$ cat src/rtl/vlen_pkg.sv
package vlen_pkg;

  localparam int unsigned LIMM_CODE   = 62;
  localparam int unsigned LONG_LIMIT  = 11;
  localparam int unsigned MAJ_BRANCH  = 0;
  localparam int unsigned MAJ_BLINK   = 1;
  localparam int unsigned MAJ_GENERAL = 4;
  localparam int unsigned MAJ_SHLIMM  = 14;
  localparam int unsigned MAJ_SBR8    = 29;
  localparam int unsigned MAJ_SBR10   = 30;
  localparam int unsigned MAJ_SCALL   = 31;
  localparam int unsigned SUB_MOVE    = 10;
  localparam int unsigned SUB_LOOP    = 40;

  typedef enum logic [1:0] {
    FLOW_DJMP  = 2'd0,
    FLOW_DCALL = 2'd1,
    FLOW_IJMP  = 2'd2,
    FLOW_ICALL = 2'd3
  } flow_e;

  typedef enum logic [3:0] {
    TS_NONE, TS_B25, TS_B21, TS_C25, TS_CMP9, TS_LIMM, TS_U6,
    TS_S12, TS_LOOP, TS_S8, TS_S7, TS_S10, TS_S13
  } tsel_e;

  typedef struct packed {
    logic  long32;
    logic  addImm;
    logic  branch;
    flow_e flow;
    logic  delay;
    tsel_e tsel;
  } strobe_t;

endpackage

$ cat src/rtl/vlen_ctrl.sv
module vlen_ctrl
  import vlen_pkg::*;
(
  input  logic          clk,
  input  logic          rst,
  input  logic [31:0]   instWord,
  output strobe_t       strobe,
  output logic [5:0]    regIdx
);

  logic [4:0]  major;
  logic [5:0]  subop;
  logic [1:0]  fmt;
  logic [5:0]  cFld;
  logic [5:0]  bFld;
  logic [5:0]  hFld;
  logic        regForm;
  logic        cLimm;
  logic        bLimm;
  logic        unusedBits;

  assign major      = instWord[31:27];
  assign subop      = instWord[21:16];
  assign fmt        = instWord[23:22];
  assign cFld       = instWord[11:6];
  assign bFld       = {instWord[14:12], instWord[26:24]};
  assign hFld       = {instWord[18:16], instWord[23:21]};
  assign regForm    = (fmt == 2'd0) || (fmt == 2'd3 && !instWord[5]);
  assign cLimm      = (cFld == 6'(LIMM_CODE));
  assign bLimm      = (bFld == 6'(LIMM_CODE));
  assign unusedBits = ^{instWord[15], instWord[4:0]};

  always_comb begin
    strobe        = '0;
    strobe.flow   = FLOW_DJMP;
    strobe.tsel   = TS_NONE;
    regIdx        = '0;
    if (major < 5'(LONG_LIMIT)) begin
      strobe.long32 = 1'b1;
      case (major)
        5'(MAJ_BRANCH): begin
          strobe.branch = 1'b1;
          strobe.delay  = instWord[5];
          strobe.tsel   = instWord[16] ? TS_B25 : TS_B21;
        end
        5'(MAJ_BLINK): begin
          strobe.branch = 1'b1;
          strobe.delay  = instWord[5];
          if (instWord[16]) begin
            strobe.flow = FLOW_DCALL;
            strobe.tsel = instWord[17] ? TS_C25 : TS_B21;
          end else begin
            strobe.tsel = TS_CMP9;
          end
        end
        5'(MAJ_GENERAL): begin
          if (subop >= 6'd32 && subop <= 6'd35) begin
            strobe.branch = 1'b1;
            strobe.delay  = subop[0];
            if (regForm && !cLimm) begin
              strobe.flow = subop[1] ? FLOW_ICALL : FLOW_IJMP;
              regIdx      = cFld;
            end else begin
              strobe.flow = subop[1] ? FLOW_DCALL : FLOW_DJMP;
              if (regForm) begin
                strobe.addImm = 1'b1;
                strobe.tsel   = TS_LIMM;
              end else if (fmt == 2'd2) begin
                strobe.tsel = TS_S12;
              end else begin
                strobe.tsel = TS_U6;
              end
            end
          end else if (subop == 6'(SUB_LOOP)) begin
            if (fmt == 2'd3) begin
              strobe.branch = 1'b1;
              strobe.tsel   = TS_LOOP;
            end
          end else if (subop == 6'(SUB_MOVE)) begin
            strobe.addImm = regForm && cLimm;
          end else begin
            strobe.addImm = regForm && (cLimm || bLimm);
          end
        end
        default: ;
      endcase
    end else begin
      case (major)
        5'(MAJ_SHLIMM): strobe.addImm = (instWord[20:19] != 2'd3) && (hFld == 6'(LIMM_CODE));
        5'(MAJ_SBR8): begin
          strobe.branch = 1'b1;
          strobe.tsel   = TS_S8;
        end
        5'(MAJ_SBR10): begin
          strobe.branch = 1'b1;
          strobe.tsel   = (instWord[26:25] == 2'd3) ? TS_S7 : TS_S10;
        end
        5'(MAJ_SCALL): begin
          strobe.branch = 1'b1;
          strobe.flow   = FLOW_DCALL;
          strobe.tsel   = TS_S13;
        end
        default: ;
      endcase
    end
  end

  // no 16-bit form ever carries a delay slot
  p_short_no_delay_r9: assert property (@(posedge clk) disable iff (rst)
    (instWord[31:27] >= 5'(LONG_LIMIT)) |-> !strobe.delay);

  // an indirect flow never picks a computed target nor a long immediate
  p_indirect_no_target_r7: assert property (@(posedge clk) disable iff (rst)
    (strobe.branch && strobe.flow[1]) |-> (strobe.tsel == TS_NONE && !strobe.addImm));

endmodule

$ cat src/rtl/vlen_datapath.sv
module vlen_datapath
  import vlen_pkg::*;
#(
  parameter int unsigned ADDR_W = 32
) (
  input  logic              clk,
  input  logic              rst,
  input  logic [31:0]       instWord,
  input  logic [ADDR_W-1:0] immWord,
  input  logic [ADDR_W-1:0] pc,
  input  strobe_t           strobe,
  output logic [3:0]        lenBytes,
  output logic [ADDR_W-1:0] target
);

  localparam int unsigned LEN_W = 4;

  logic [ADDR_W-1:0] alignedPc;
  logic [ADDR_W-1:0] offset;
  logic [ADDR_W-1:0] absTarget;
  logic              pcRel;
  logic              unusedBits;

  assign alignedPc  = {pc[ADDR_W-1:2], 2'b00};
  assign unusedBits = ^{instWord[31:27], pc[1:0]};

  always_comb begin
    offset    = '0;
    absTarget = '0;
    pcRel     = 1'b1;
    case (strobe.tsel)
      TS_B25:  offset = ADDR_W'($signed({instWord[3:0], instWord[15:6], instWord[26:17], 1'b0}));
      TS_B21:  offset = ADDR_W'($signed({instWord[15:6], instWord[26:17], 1'b0}));
      TS_C25:  offset = ADDR_W'($signed({instWord[3:0], instWord[15:6], instWord[26:18], 2'b00}));
      TS_CMP9: offset = ADDR_W'($signed({instWord[15], instWord[23:18], 2'b00}));
      TS_LOOP: offset = ADDR_W'({instWord[11:6], 1'b0});
      TS_S8:   offset = ADDR_W'($signed({instWord[22:16], 1'b0}));
      TS_S7:   offset = ADDR_W'($signed({instWord[21:16], 1'b0}));
      TS_S10:  offset = ADDR_W'($signed({instWord[24:16], 1'b0}));
      TS_S13:  offset = ADDR_W'($signed({instWord[26:16], 2'b00}));
      TS_LIMM: begin
        pcRel     = 1'b0;
        absTarget = immWord;
      end
      TS_U6: begin
        pcRel     = 1'b0;
        absTarget = ADDR_W'(instWord[11:6]);
      end
      TS_S12: begin
        pcRel     = 1'b0;
        absTarget = ADDR_W'($signed({instWord[5:0], instWord[11:6]}));
      end
      default: pcRel = 1'b0;
    endcase
  end

  assign target   = pcRel ? (alignedPc + offset) : absTarget;
  assign lenBytes = (strobe.long32 ? LEN_W'(4) : LEN_W'(2)) + (strobe.addImm ? LEN_W'(4) : LEN_W'(0));

  // call offsets and compare-branch offsets are word aligned
  p_aligned_word_r5: assert property (@(posedge clk) disable iff (rst)
    (strobe.tsel == TS_C25 || strobe.tsel == TS_CMP9 || strobe.tsel == TS_S13) |-> (target[1:0] == 2'b00));

  // every relative target keeps the aligned base low bits clear when offset is even by four
  p_loop_even_r6: assert property (@(posedge clk) disable iff (rst)
    (strobe.tsel == TS_LOOP) |-> (target[0] == 1'b0));

endmodule

$ cat src/rtl/vlen_decode.sv
module vlen_decode
  import vlen_pkg::*;
#(
  parameter int unsigned ADDR_W  = 32,
  parameter bit          OUT_REG = 1'b1
) (
  input  logic              clk,
  input  logic              rst,
  input  logic [15:0]       firstParcel,
  input  logic [15:0]       secondParcel,
  input  logic [ADDR_W-1:0] immWord,
  input  logic [ADDR_W-1:0] pc,
  output logic [3:0]        lenBytes,
  output logic              isBranch,
  output logic [1:0]        flowKind,
  output logic              delaySlot,
  output logic [ADDR_W-1:0] target,
  output logic [5:0]        tgtReg
);

  logic [31:0]       instWord;
  strobe_t           strobe;
  logic [5:0]        regIdx;
  logic [3:0]        lenComb;
  logic [ADDR_W-1:0] tgtComb;

  assign instWord = {firstParcel, secondParcel};

  vlen_ctrl u_ctrl (
    .clk      (clk),
    .rst      (rst),
    .instWord (instWord),
    .strobe   (strobe),
    .regIdx   (regIdx)
  );

  vlen_datapath #(.ADDR_W(ADDR_W)) u_dp (
    .clk      (clk),
    .rst      (rst),
    .instWord (instWord),
    .immWord  (immWord),
    .pc       (pc),
    .strobe   (strobe),
    .lenBytes (lenComb),
    .target   (tgtComb)
  );

  generate
    if (OUT_REG) begin : g_reg
      always_ff @(posedge clk) begin
        if (rst) begin
          lenBytes  <= 4'd2;
          isBranch  <= 1'b0;
          flowKind  <= 2'd0;
          delaySlot <= 1'b0;
          target    <= '0;
          tgtReg    <= '0;
        end else begin
          lenBytes  <= lenComb;
          isBranch  <= strobe.branch;
          flowKind  <= strobe.flow;
          delaySlot <= strobe.delay;
          target    <= tgtComb;
          tgtReg    <= regIdx;
        end
      end

      // registered length follows the decoded length by one cycle
      p_reg_latency_r11: assert property (@(posedge clk) disable iff (rst)
        !$past(rst) |-> (lenBytes == $past(lenComb)));
    end else begin : g_comb
      assign lenBytes  = lenComb;
      assign isBranch  = strobe.branch;
      assign flowKind  = strobe.flow;
      assign delaySlot = strobe.delay;
      assign target    = tgtComb;
      assign tgtReg    = regIdx;
    end
  endgenerate

  // a non-branch reports a quiet flow, delay and target
  p_nobranch_quiet_r10: assert property (@(posedge clk) disable iff (rst)
    !isBranch |-> (flowKind == 2'd0 && !delaySlot && target == '0 && tgtReg == '0));

  // length is always one of the legal values
  p_len_legal_r1: assert property (@(posedge clk) disable iff (rst)
    (lenBytes == 4'd2 || lenBytes == 4'd4 || lenBytes == 4'd6 || lenBytes == 4'd8));

endmodule

$ cat config.mk
export PLATFORM = sky130hd
export DESIGN_NAME = vlen_decode
export DESIGN_NICKNAME = d
export VERILOG_FILES = /design/src/rtl/vlen_pkg.sv /design/src/rtl/vlen_ctrl.sv /design/src/rtl/vlen_datapath.sv /design/src/rtl/vlen_decode.sv
export SDC_FILE = /design/constraint.sdc
export NUM_CORES = 1
export LEC_CHECK = 0
export BUFFER_PORTS_ARGS = -buffer_cell sky130_fd_sc_hd__buf_2
export CORE_MARGIN = 2
export CORE_UTILIZATION = 50
export CTS_CLUSTER_SIZE = 8
export DETAILED_ROUTE_END_ITERATION = 8
export PLACE_DENSITY = 0.81
export SLEW_MARGIN = 5
export SYNTH_ARGS = -nofsm -noshare
export SYNTH_HDL_FRONTEND = slang
export SYNTH_SLANG_ARGS = --single-unit
$ cat constraint.sdc
create_clock -name clk -period 8.35 [get_ports clk]
set_input_delay 1.67 -clock clk [delete_from_list [all_inputs] [get_ports clk]]
set_output_delay 1.67 -clock clk [all_outputs]
set_load 0.02 [all_outputs]
## After elaboration in Yosys (flattened, before gate mapping)

Cells that the tools add are included.

- Bits in writable memories: 0
- Memories: 0
- Output and inout bits: 46
- Register bits after elaboration: 46
- Logic and storage cells: 98
- Memory bits (read-only): 0
- Bits in latches: 0
- Bits of input ports: 98

- Equality and inequality tests: 27
- $lt $le $gt $ge: 3
- Muxes and demuxes: 39
- Add/sub/neg operators: 2
- Reduce and logical (&&, ||, !) cells: 17
- Bitwise gates (word level): 4
- Multipliers: 0
- Divide/modulo/power cells: 0
- Shift operators: 0

Operators by type and width:

| kind | number |
|---|---|
| one-hot mux 32 bit (9 select lines) | 1 |
| one-hot mux 32 bit (3 select lines) | 1 |
| adder 32 bit | 1 |
| two-way mux 32 bit | 1 |
| two-way mux 4 bit | 8 |
| == test 6 bit (second input constant) | 4 |
| == test 4 bit (second input constant) | 5 |
| two-way mux 1 bit | 18 |
| == test 4 x 3 -> 1 bit (second input constant) | 4 |
| == test 5 bit (second input constant) | 3 |
| one-hot mux 5 bit (3 select lines) | 1 |
| one-hot mux 4 bit (3 select lines) | 1 |
| two-way mux 3 bit | 3 |
| OR reduction 9 bit | 1 |
| == test 4 x 2 -> 1 bit (second input constant) | 2 |
| == test 2 bit (second input constant) | 3 |
| == test 6 x 4 -> 1 bit (second input constant) | 1 |
| >= comparator 6 bit (second input constant) | 1 |
| <= comparator 6 bit (second input constant) | 1 |
| logical AND 1 bit | 6 |
| two-way mux 2 bit | 3 |
| == test 5 x 1 -> 1 bit (second input constant) | 1 |
| == test 5 x 3 -> 1 bit (second input constant) | 1 |
| == test 5 x 4 -> 1 bit (second input constant) | 1 |
| other kinds (14) | 20 |

## Depth between registers and ports, before layout

Gate-level depths: netlist of the first run.

- Depth in word-level cells: 12
- Mapped depth: 20
- Mapped depth without buffers: 18

## Cells and area by module

From an unflattened synthesis of the first run, not the netlist that was laid out.

- Cells, all modules: 546
- Area total of the unflattened synthesis: 4107.7 µm²

Modules (own cells, without submodules):

| module | cells each | times used | sequential area each (µm²) | area each (µm²) |
|---|---|---|---|---|
| vlen_datapath | 383 | 1 | 0.0 | 2447.3 |
| vlen_decode | 96 | 1 | 920.9 | 1231.2 |
| vlen_ctrl | 67 | 1 | 0.0 | 429.2 |

## Least setup slack after synthesis of the first run

OpenSTA, ideal clock, no wires.

- Path type: input-to-reg
- From: input port firstParcel[11]
- To: register target[30]
- Required time: 8.218 ns
- Cell stages on the path: 19
- Buffers on the path: 2
- Path slack: 2.870 ns
- Setup time: 0.132 ns
- Data arrival time: 5.348 ns
- Cell sequence: buf_2 > nor3b_4 > nand4_1 > nor2_2 > o21bai_1 > or3_1 > o211ai_1 > buf_2 > a21o_1 > ha_1 > a21o_1 > a21o_1 > a221oi_1 > nor3b_1 > o31ai_1 > a22oi_1 > mux2_2 > o21ai_0 > a21oi_1

- Longest elaborated chain between the ends: 7
- Elaborated cells on any way between the ends: 28
- Classes of those cells: add/sub (1); order compare (1); eq/ne (17); mux (7); reduce/logical (2)

RTL lines:

| element | RTL line | RTL |
|---|---|---|
| start, declared | vlen_decode.sv:9 | `input logic [15:0] firstParcel,` |
| == test 5 bit, or another cell as far along | vlen_ctrl.sv:88 | `case (major)` |
| one-hot mux 4 bit (3 select lines) / one-hot mux 5 bit (3 select lines) (equally long branches) | vlen_ctrl.sv:88, vlen_ctrl.sv:40 |  |
| two-way mux 4 bit (*) | vlen_ctrl.sv:38 | `if (major < 5'(LONG_LIMIT)) begin` |
| == test 4 bit, or another cell as far along | vlen_datapath.sv:31 | `case (strobe.tsel)` |
| one-hot mux 32 bit (9 select lines) / OR reduction 9 bit (equally long branches) | -- |  |
| adder 32 bit / two-way mux 1 bit (equally long branches) | vlen_datapath.sv:57, vlen_datapath.sv:31 |  |
| two-way mux 32 bit (*) | vlen_datapath.sv:57 | `assign target = pcRel ? (alignedPc + offset) : absTarget;` |
| end signal, assigned | vlen_decode.sv:63 | `target <= tgtComb;` |
| end, declared | vlen_decode.sv:17 | `output logic [ADDR_W-1:0] target,` |

Every way passes the cells marked *; elsewhere a longest branch is shown, timed or not.
A chain may end at the register's enable or synchronous reset.

## Worst setup path in the final report of the first run

- From: input port firstParcel[12]
- To: register target[30]

The elaborated chain is that of the path after synthesis.

==> flow_summary.json, run 1 <==
{
  "dieArea_um2": 8150,
  "fp-row-count": 31,
  "yosys_warnings": 0,
  "cts_setup_buffers": 0,
  "internal_power_mw": 0.390,
  "avgSynthCellArea_um2": 8.10,
  "cts_max_level": 2,
  "timing_worst_slew_pin_value_ns": 0.930,
  "postCtsResizedCells": 0,
  "path_common_cell": "a21o_1",
  "grt_setup_unrepaired": "false",
  "cts_buffers": 5,
  "setup_viol": 0,
  "cts_root_buf": "clkbuf_8",
  "io_pins": 144,
  "p_seq_share_pct": 39.6,
  "min_period_over_period_pct": 75.0,
  "final_area_um2": 4610,
  "min_period_ns": 6.26,
  "regArea_um2": 901,
  "drv_cap": 0,
  "dr.pass1.iters": 5,
  "syn_nets": 588,
  "comb_power_share_pct": 30.2,
  "dp.cells": 680,
  "grt_pass1_vias": 3846,
  "dp_hpwl_um": 9290,
  "ys.flop_type": "dfxtp_1",
  "slowest_stage": "o211ai_1",
  "wirelength_um": 11600,
  "arrival_ns": 6.43,
  "tritoncts": "yes",
  "fillers": 649,
  "gp_congestion": 0.939,
  "startpoint_type": "input port",
  "clockBufferDepth": 2,
  "clk_pin_slew_worst_paths_ns": 0.09,
  "first_iter_violations": 287,
  "drc_errors": 0,
  "cts_hold_buffers": 0,
  "pwr_density_cell_nw_per_um2": 123,
  "antenna_found_initial": 0,
  "syn_area_um2": 3720,
  "swShare_pct": 31.0,
  "multiInputGateArea_um2": 2720,
  "p_sw_mw": 0.175,
  "wl_per_cell_um": 16.9,
  "viasPerCell": 6.10,
  "path_class": "input port to flip-flop",
  "globalRoute.totalOverflow": 0,
  "cts_sinks": 45,
  "ys_types": 64,
  "seq_area_frac_synth_pct": 24.2,
  "fmax_ghz": 0.160,
  "crit_fanout": 12,
  "final_cell_mix": "buf_2 (140), nor2_1 (49), dfxtp_1 (45), a21oi_1 (43), nand2_1 (33)",
  "setup_tns_ns": 0,
  "grt_use_total_pct": 27.7,
  "synth_enable_flop_cells": 0,
  "io_buffer_count": 140,
  "hold_path_class": "input port to flip-flop",
  "post_route_cells_drive_above_1_share_pct": 28.7,
  "grt_max_degree": 40,
  "outcome": "complete, no violations",
  "async_flop_share_pct": 0,
  "initial_utilization_pct": 51.6,
  "maxSlewHeadroom_pct": 37.7,
  "dpl-instance-area_um2": 4490,
  "path_buf_inv": 2,
  "ant_nets": 0,
  "hold_viol": 0,
  "core_um2": 7210,
  "slowest_delay_ns": 0.71,
  "synth_seq_cells": 45,
  "p_clk_share_pct": 30.2,
  "layout_commonest_cell": "buf_2",
  "synth_cells": 459,
  "vdd_drop_max_uv": 59.8,
  "slew_violations": 0,
  "routed-via-count": 4196,
  "leakage_nw": 2.29,
  "synthToLayoutAreaGrowth_pct": 23.8,
  "antenna_cells": 0,
  "stdcell_count": 688,
  "dieHeight_um": 90.3,
  "path_cells": "buf_2 -> nor4_2 -> buf_4 -> a22o_2 -> o21ba_4 -> nor4_1 -> nand2_1 -> o211ai_1 -> a21o_1 -> ha_1 -> a21o_1 -> a21o_1 -> a221oi_1 -> nor3b_1 -> o31ai_1 -> a22oi_1 -> mux2_2 -> o21ai_0 -> a21oi_1",
  "grt_pass1_wl_um": 18800,
  "die-width_um": 90.3,
  "cpLargestDelayFamily": "compound AO/OA/AOI/OAI gates",
  "required_ns": 8.51,
  "crit_path_end_kind": "flip-flop",
  "nets": 717,
  "fin_worst_hold_slack_ns": 1.63
}
-- power by group through the flow --
stage	clock network [mW]	logic (mW)	registers [mW]
after global placement	0	0.162	0.229
final	0.171	0.171	0.224
after global routing	0.181	0.186	0.225
after CTS	0.172	0.168	0.224
after detailed placement	0	0.166	0.229
after floorplan	0	0.0964	0.240
-- stage by stage --
stage / power [mW] / worst slack, ns / util [%]
floorplan: 0.336 / 2.87 / -
global placement: 0.391 / 2.06 / 62.2
detailed placement: 0.395 / 1.91 / 62.2
CTS: 0.564 / 2.18 / 63.9
global route: 0.592 / 1.55 / 63.9
finish: 0.565 / 2.09 / 63.9
-- cells in the mapped netlist (3+ instances only) --
library cell	n	area share (%)
nor2_1	49	4.9
dfxtp_1	45	24
a21oi_1	43	5.8
nand2_1	33	3.3
ha_1	30	10
a21o_1	22	4.4
o21ai_0	18	2.4
a221oi_1	15	3.5
clkbuf_1	15	1.5
xnor2_1	15	3.5
nor2b_1	11	1.9
nand3_1	10	1.3
xor2_1	10	2.4
a221o_1	9	2.4
and2_1	9	1.5
a222oi_1	7	1.9
nand2b_1	7	1.2
o22ai_1	7	1.2
a22oi_1	6	1.2
a22o_1	5	1.2
and3_1	5	0.84
inv_1	5	0.50
o21a_1	5	1.0
a211oi_1	4	0.81
a31oi_1	4	0.67
buf_2	4	0.54
nand4_1	4	0.67
o211ai_1	4	0.81
or2_2	4	0.67
a211o_1	3	0.71
a41oi_1	3	0.71
nor3_1	3	0.40
o21bai_1	3	0.61
o31ai_1	3	0.61
or3_1	3	0.50
-- sequential cells by signal, summed over array words and instances (netlist names) --
register,count
target,32
tgtReg,6
lenBytes,3
flowKind,2
delaySlot,1
isBranch,1
-- routing by layer --
metal,track usage (%),wire (um),vias up
li1,-,-,2011
met1,40.5,5110,1932
met2,43.6,5170,231
met3,2.84,1090,22
met4,7.56,239,0
met5,0,0,-
-- layout make-up --
| cell class | instances | area share, % |
|---|---|---|
| clock inverters | 2 | 0.815 |
| repair buffers | 143 | 15.7 |
| well taps | 99 | 2.69 |
| clock buffers | 6 | 1.79 |
| multi-input cells | 388 | 59.0 |
| inverters | 5 | 0.407 |
| flip-flops and latches | 45 | 19.6 |
-- worst paths after layout --
kind / startpoint / endpoint / cells after the start
max: firstParcel[12] / target[30] / 19
min: immWord[0] / target[0] / 3
-- kinds of logic after synthesis --
kind of cell	share of synthesized area [%]
AO/OA/AOI/OAI	33.1
buffers and inverters	3.06
adder cells (fa/ha/maj)	10.6
flip-flops	24.2
multiplexers	0.841
other	0.101
XOR/XNOR	6.49
AND/OR/NAND/NOR	21.6
No activity file was read; power rests on OpenSTA's default activity.
==> run 2: changes to the inputs <==
- clock period: 8.35 -> 6.4 ns (I/O delays scaled with it)
==> flow_summary.json, run 2 (synthesized netlist as in run 1, its figures left out) <==
{
  "wl_per_cell_um": 16.6,
  "leakage_nw": 2.28,
  "grt_max_degree": 40,
  "layout_commonest_cell": "buf_2",
  "io_buffer_count": 140,
  "final_core_util_pct": 63.8,
  "dp_hpwl_um": 9230,
  "slowest_delay_ns": 0.39,
  "grt_pass1_vias": 3741,
  "first_iter_violations": 282,
  "dp.cells": 679,
  "antenna_cells": 0,
  "clockBufferDepth": 2,
  "cts_root_buf": "clkbuf_8",
  "path_buf_inv": 2,
  "post_route_cells_drive_above_1_share_pct": 28.6,
  "regMostFlops": "target",
  "antenna_found_initial": 0,
  "fmax_ghz": 0.177,
  "hold_viol": 0,
  "cts_max_level": 2,
  "stdcell_count": 687,
  "final_cell_mix": "buf_2 (140), nor2_1 (49), dfxtp_1 (45), a21oi_1 (43), nand2_1 (33)",
  "ant_nets": 0,
  "postCtsResizedCells": 0,
  "grt_setup_unrepaired": "false",
  "cts_setup_buffers": 0,
  "initial_utilization_pct": 51.6,
  "drv_cap": 0,
  "timing_worst_slew_pin_value_ns": 1.10,
  "die-width_um": 90.3,
  "nets": 716,
  "gp_congestion": 0.948,
  "core_um2": 7210,
  "crit_path_end_kind": "flip-flop",
  "io_pins": 144,
  "fillers": 689,
  "largest_register_ffs": 32,
  "vdd_drop_max_uv": 70.1,
  "clk_pin_slew_worst_paths_ns": 0.09,
  "path_common_cell": "a21o_1",
  "crit_fanout": 11,
  "path_class": "input port to flip-flop",
  "setup_tns_ns": 0,
  "maxSlewHeadroom_pct": 26.5,
  "min_period_over_period_pct": 88.2,
  "hold_path_class": "input port to flip-flop",
  "slew_violations": 0,
  "slowest_stage": "o211ai_1",
  "dieArea_um2": 8150,
  "cts_hold_buffers": 0,
  "arrival_ns": 5.81,
  "fp-row-count": 31,
  "outcome": "complete, no violations",
  "top_regs": "target: 32 flops, tgtReg: 6 flops, lenBytes: 3 flops",
  "startpoint_type": "input port",
  "drc_errors": 0,
  "pwr_density_cell_nw_per_um2": 160,
  "globalRoute.totalOverflow": 0,
  "min_period_ns": 5.64,
  "viasPerCell": 5.99,
  "wirelength_um": 11400,
  "cts_buffers": 5,
  "grt_use_total_pct": 27.1,
  "required_ns": 6.57,
  "dr.pass1.iters": 5,
  "setup_viol": 0,
  "grt_pass1_wl_um": 18100,
  "cpLargestDelayFamily": "compound AO/OA/AOI/OAI gates",
  "tritoncts": "yes",
  "routed-via-count": 4114,
  "path_cells": "buf_2 -> nor4_2 -> buf_4 -> nand2_1 -> a21oi_2 -> nor3_2 -> or3_1 -> o211ai_1 -> a21o_1 -> ha_1 -> a21o_1 -> a21o_1 -> a221oi_1 -> nor3b_1 -> o31ai_1 -> a22oi_1 -> mux2_2 -> o21ai_0 -> a21oi_1",
  "synthToLayoutAreaGrowth_pct": 23.6,
  "dieHeight_um": 90.3,
  "cts_sinks": 45
}
## run 2: cell count changes in the layout (fill, tap and decap cells not counted)
cell and delta:
buf_4 -1
## run 2: final timing paths
kind	from	slack, ns	end	cells past startpoint
min	immWord[3]	1.23	target[3]	3
max	firstParcel[12]	0.76	target[30]	19
## run 2: final cells by class
class / count / area, um2 / area share, %
Multi-Input combinational cell: 388 / 2720 / 59.1
Inverter: 5 / 18.8 / 0.408
Tap cell: 99 / 124 / 2.69
Clock inverter: 2 / 37.5 / 0.816
Sequential cell: 45 / 901 / 19.6
Timing Repair Buffer: 142 / 716 / 15.6
Clock buffer: 6 / 82.6 / 1.80
## run 2: report_power, final
group	total (mW)	switching (mW)	internal [mW]	leakage, nW
Combinational	0.221	0.130	0.0916	1.86
Sequential	0.292	0.00226	0.290	0.365
Clock	0.223	0.0963	0.127	0.0574
Total	0.737	0.228	0.508	2.28
## run 2: per-stage QoR
step	area [um2]	power (mW)	hold WS (ns)	setup slack, ns
CTS	4600	0.732	1.23	0.816
global route	4600	0.767	1.24	0.293
floorplan	3720	0.438	1.40	1.31
detailed placement	4480	0.515	1.54	0.536
global placement	4480	0.510	1.54	0.625
finish	4600	0.737	1.23	0.758
## run 2: routing by layer
layer | routed length (um) | up-vias | share of wire (%) | global-route usage, %
met3 | 894 | 22 | 7.9 | 4.17
met2 | 5060 | 186 | 44 | 42.2
met5 | 0 | - | 0 | 0
li1 | - | 2003 | - | -
met4 | 267 | 0 | 2.3 | 8.46
met1 | 5160 | 1903 | 45 | 38.6
==> run 3: changes to the inputs <==
- PLACE_DENSITY: 0.81 -> 0.79
- SYNTH_HIERARCHICAL: default -> 1
- clock period: 6.4 -> 7 ns (I/O delays scaled with it)
==> flow_summary.json, run 3 <==
{
  "seq_area_frac_synth_pct": 22.4,
  "layout_commonest_cell": "buf_2",
  "power_mw": 0.801,
  "grt_pass1_vias": 3825,
  "yosys_warnings": 6,
  "dr.pass1.iters": 5,
  "synth.most_common_cell": "a21oi_1",
  "multiInputGateArea_um2": 3030,
  "ys.flop_type": "dfxtp_1",
  "ys_top_cells_by_area": "dfxtp_1 (22%), ha_1 (9.1%), nor2b_1 (7.8%)",
  "synth_top_family_by_area": "compound AO/OA/AOI/OAI gates",
  "synth_top_area_cell": "dfxtp_1",
  "required_ns": 7.15,
  "timing.final.ws_setup_ns": 0.944,
  "gp_congestion": 0.941,
  "antenna_found_initial": 0,
  "viasPerCell": 5.79,
  "min_period_over_period_pct": 86.5,
  "synthToLayoutAreaGrowth_pct": 20.8,
  "postCtsResizedCells": 0,
  "wl_per_cell_um": 16.1,
  "synth_enable_flop_cells": 0,
  "largest_register_ffs": 32,
  "swShare_pct": 38.2,
  "nets": 804,
  "p_seq_share_pct": 35.6,
  "synth_compound_area_share_pct": 30.0,
  "startpoint_type": "input port",
  "fp-row-count": 33,
  "top_regs": "target: 32 flops, tgtReg: 6 flops, lenBytes: 4 flops",
  "cts_root_buf": "clkbuf_8",
  "initial_utilization_pct": 50.8,
  "path_class": "input port to flip-flop",
  "crit_path_end_kind": "flip-flop",
  "fmax_ghz": 0.165,
  "timing_worst_slew_pin_value_ns": 0.728,
  "synth_seq_cells": 46,
  "drv_cap": 0,
  "first_iter_violations": 386,
  "grt_setup_unrepaired": "false",
  "min_period_ns": 6.06,
  "drc_errors": 0,
  "comb_power_share_pct": 46.3,
  "arrival_ns": 6.21,
  "final_core_util_pct": 61.3,
  "grt_use_total_pct": 26.9,
  "dieArea_um2": 8960,
  "netlist.area_leader.share_pct": 22.4,
  "post_route_cells_drive_above_1_share_pct": 25.0,
  "cts_hold_buffers": 0,
  "regArea_um2": 921,
  "clockBufferDepth": 2,
  "syn_area_um2": 4110,
  "synth_common_cells": "a21oi_1 (61), nand2_1 (56), nor2b_1 (51), o21ai_0 (48), dfxtp_1 (46)",
  "hold_path_class": "input port to flip-flop",
  "clk_pin_slew_worst_paths_ns": 0.07,
  "fin_worst_hold_slack_ns": 1.44,
  "cts_sinks": 46,
  "async_flop_share_pct": 0,
  "wirelength_um": 12600,
  "regMostFlops": "target",
  "io_pins": 144,
  "whs_path_depth": 4,
  "dieHeight_um": 94.6,
  "cts_setup_buffers": 0,
  "p_clk_share_pct": 18.2,
  "grt_max_degree": 47,
  "grt_pass1_wl_um": 18800,
  "dp_hpwl_um": 10300,
  "synthAdderAreaFrac_pct": 9.63,
  "antenna_cells": 0,
  "ant_nets": 0,
  "tritoncts": "yes",
  "hold_viol": 0,
  "globalRoute.totalOverflow": 0,
  "io_buffer_count": 141,
  "synth_cells": 546,
  "outcome": "complete, no violations",
  "pre_cts_slack_ns": 0.680,
  "internal_power_mw": 0.495,
  "ys_types": 67,
  "die-width_um": 94.6,
  "setup_tns_ns": 0,
  "core_um2": 8090,
  "vdd_drop_max_uv": 73.1,
  "leakage_nw": 2.41,
  "cts_max_level": 2,
  "synth-xor-area-share_pct": 5.76,
  "setup_viol": 0,
  "cts_buffers": 5,
  "crit_fanout": 12,
  "pwr_density_cell_nw_per_um2": 161,
  "synth-simple-area-share_pct": 26.3,
  "routed-via-count": 4516,
  "muxShareOfSynthArea_pct": 1.71,
  "final_cell_mix": "buf_2 (141), a21oi_1 (61), nand2_1 (56), nor2b_1 (51), o21ai_0 (48)",
  "maxSlewHeadroom_pct": 51.5,
  "p_sw_mw": 0.306,
  "syn_nets": 675,
  "slew_violations": 0,
  "fillers": 787,
  "avgSynthCellArea_um2": 7.52
}
==> run 3: cell types whose count changed after synthesis, moves of 13 or more <==
| cell | previous run | this run |
|---|---|---|
| nor2_1 | 49 | 27 |
| nand2_1 | 33 | 56 |
| o21ai_0 | 18 | 48 |
| nor2b_1 | 11 | 51 |
| a221oi_1 | 15 | 2 |
| a21oi_1 | 43 | 61 |
==> run 3: kinds of logic after synthesis <==
group                    Yosys count
AND/OR/NAND/NOR                  200
AO/OA/AOI/OAI                    197
flip-flops                        46
buffers and inverters             37
adder cells (fa/ha/maj)           31
XOR/XNOR                          27
multiplexers                       7
other                              1
==> run 3: layout make-up <==
cell class                      count  area share, %
Multi-Input combinational cell    463           61.0
Sequential cell                    46           18.6
Timing Repair Buffer              149           15.4
Tap cell                          105           2.65
Clock buffer                        5           1.39
Inverter                           10          0.756
Clock inverter                      2          0.202
==> run 3: stage by stage <==
step	instance area [um2]	std cells
floorplan	4110	546
global placement	4880	773
detailed placement	4880	773
CTS	4960	780
global route	4960	780
finish	4960	780
==> run 3: metal layers <==
layer  part of all wire [%]  vias up  wire [um]  GRT usage, %
met3                    8.6       23       1080          2.63
met2                     42      206       5310          39.2
met1                     47     2051       5890          40.8
li1                       -     2236          -             -
met4                    2.4        0        298          9.18
met5                      0        -          0             0
==> run 3: path summary, 6_finish.rpt <==
| path | from | to | slack [ns] |
|---|---|---|---|
| max | firstParcel[12] | target[31] | 0.94 |
| min | immWord[22] | target[22] | 1.44 |
==> run 3: worst max-delay path, stage by stage <==
cell	delay [ns]
buf_2	0.16
nor4_1	0.48
nand2_1	0.18
a21oi_1	0.15
a221o_1	0.34
and2b_1	0.32
a21oi_1	0.11
o22ai_1	0.27
a21o_1	0.18
nand2b_1	0.30
a21o_1	0.12
ha_1	0.28
a21oi_1	0.28
o211ai_1	0.16
a41oi_1	0.21
o21a_1	0.21
o31a_1	0.28
o21a_1	0.23
xnor2_1	0.09
a221o_1	0.33
nor2b_1	0.13
==> run 3: power groups by stage <==
stage / combinational (mW) / clock (mW) / sequential (mW)
detailed placement: 0.361 / 0 / 0.291
floorplan: 0.217 / 0 / 0.316
finish: 0.371 / 0.146 / 0.285
global placement: 0.355 / 0 / 0.291
global route: 0.401 / 0.156 / 0.286
CTS: 0.363 / 0.149 / 0.285
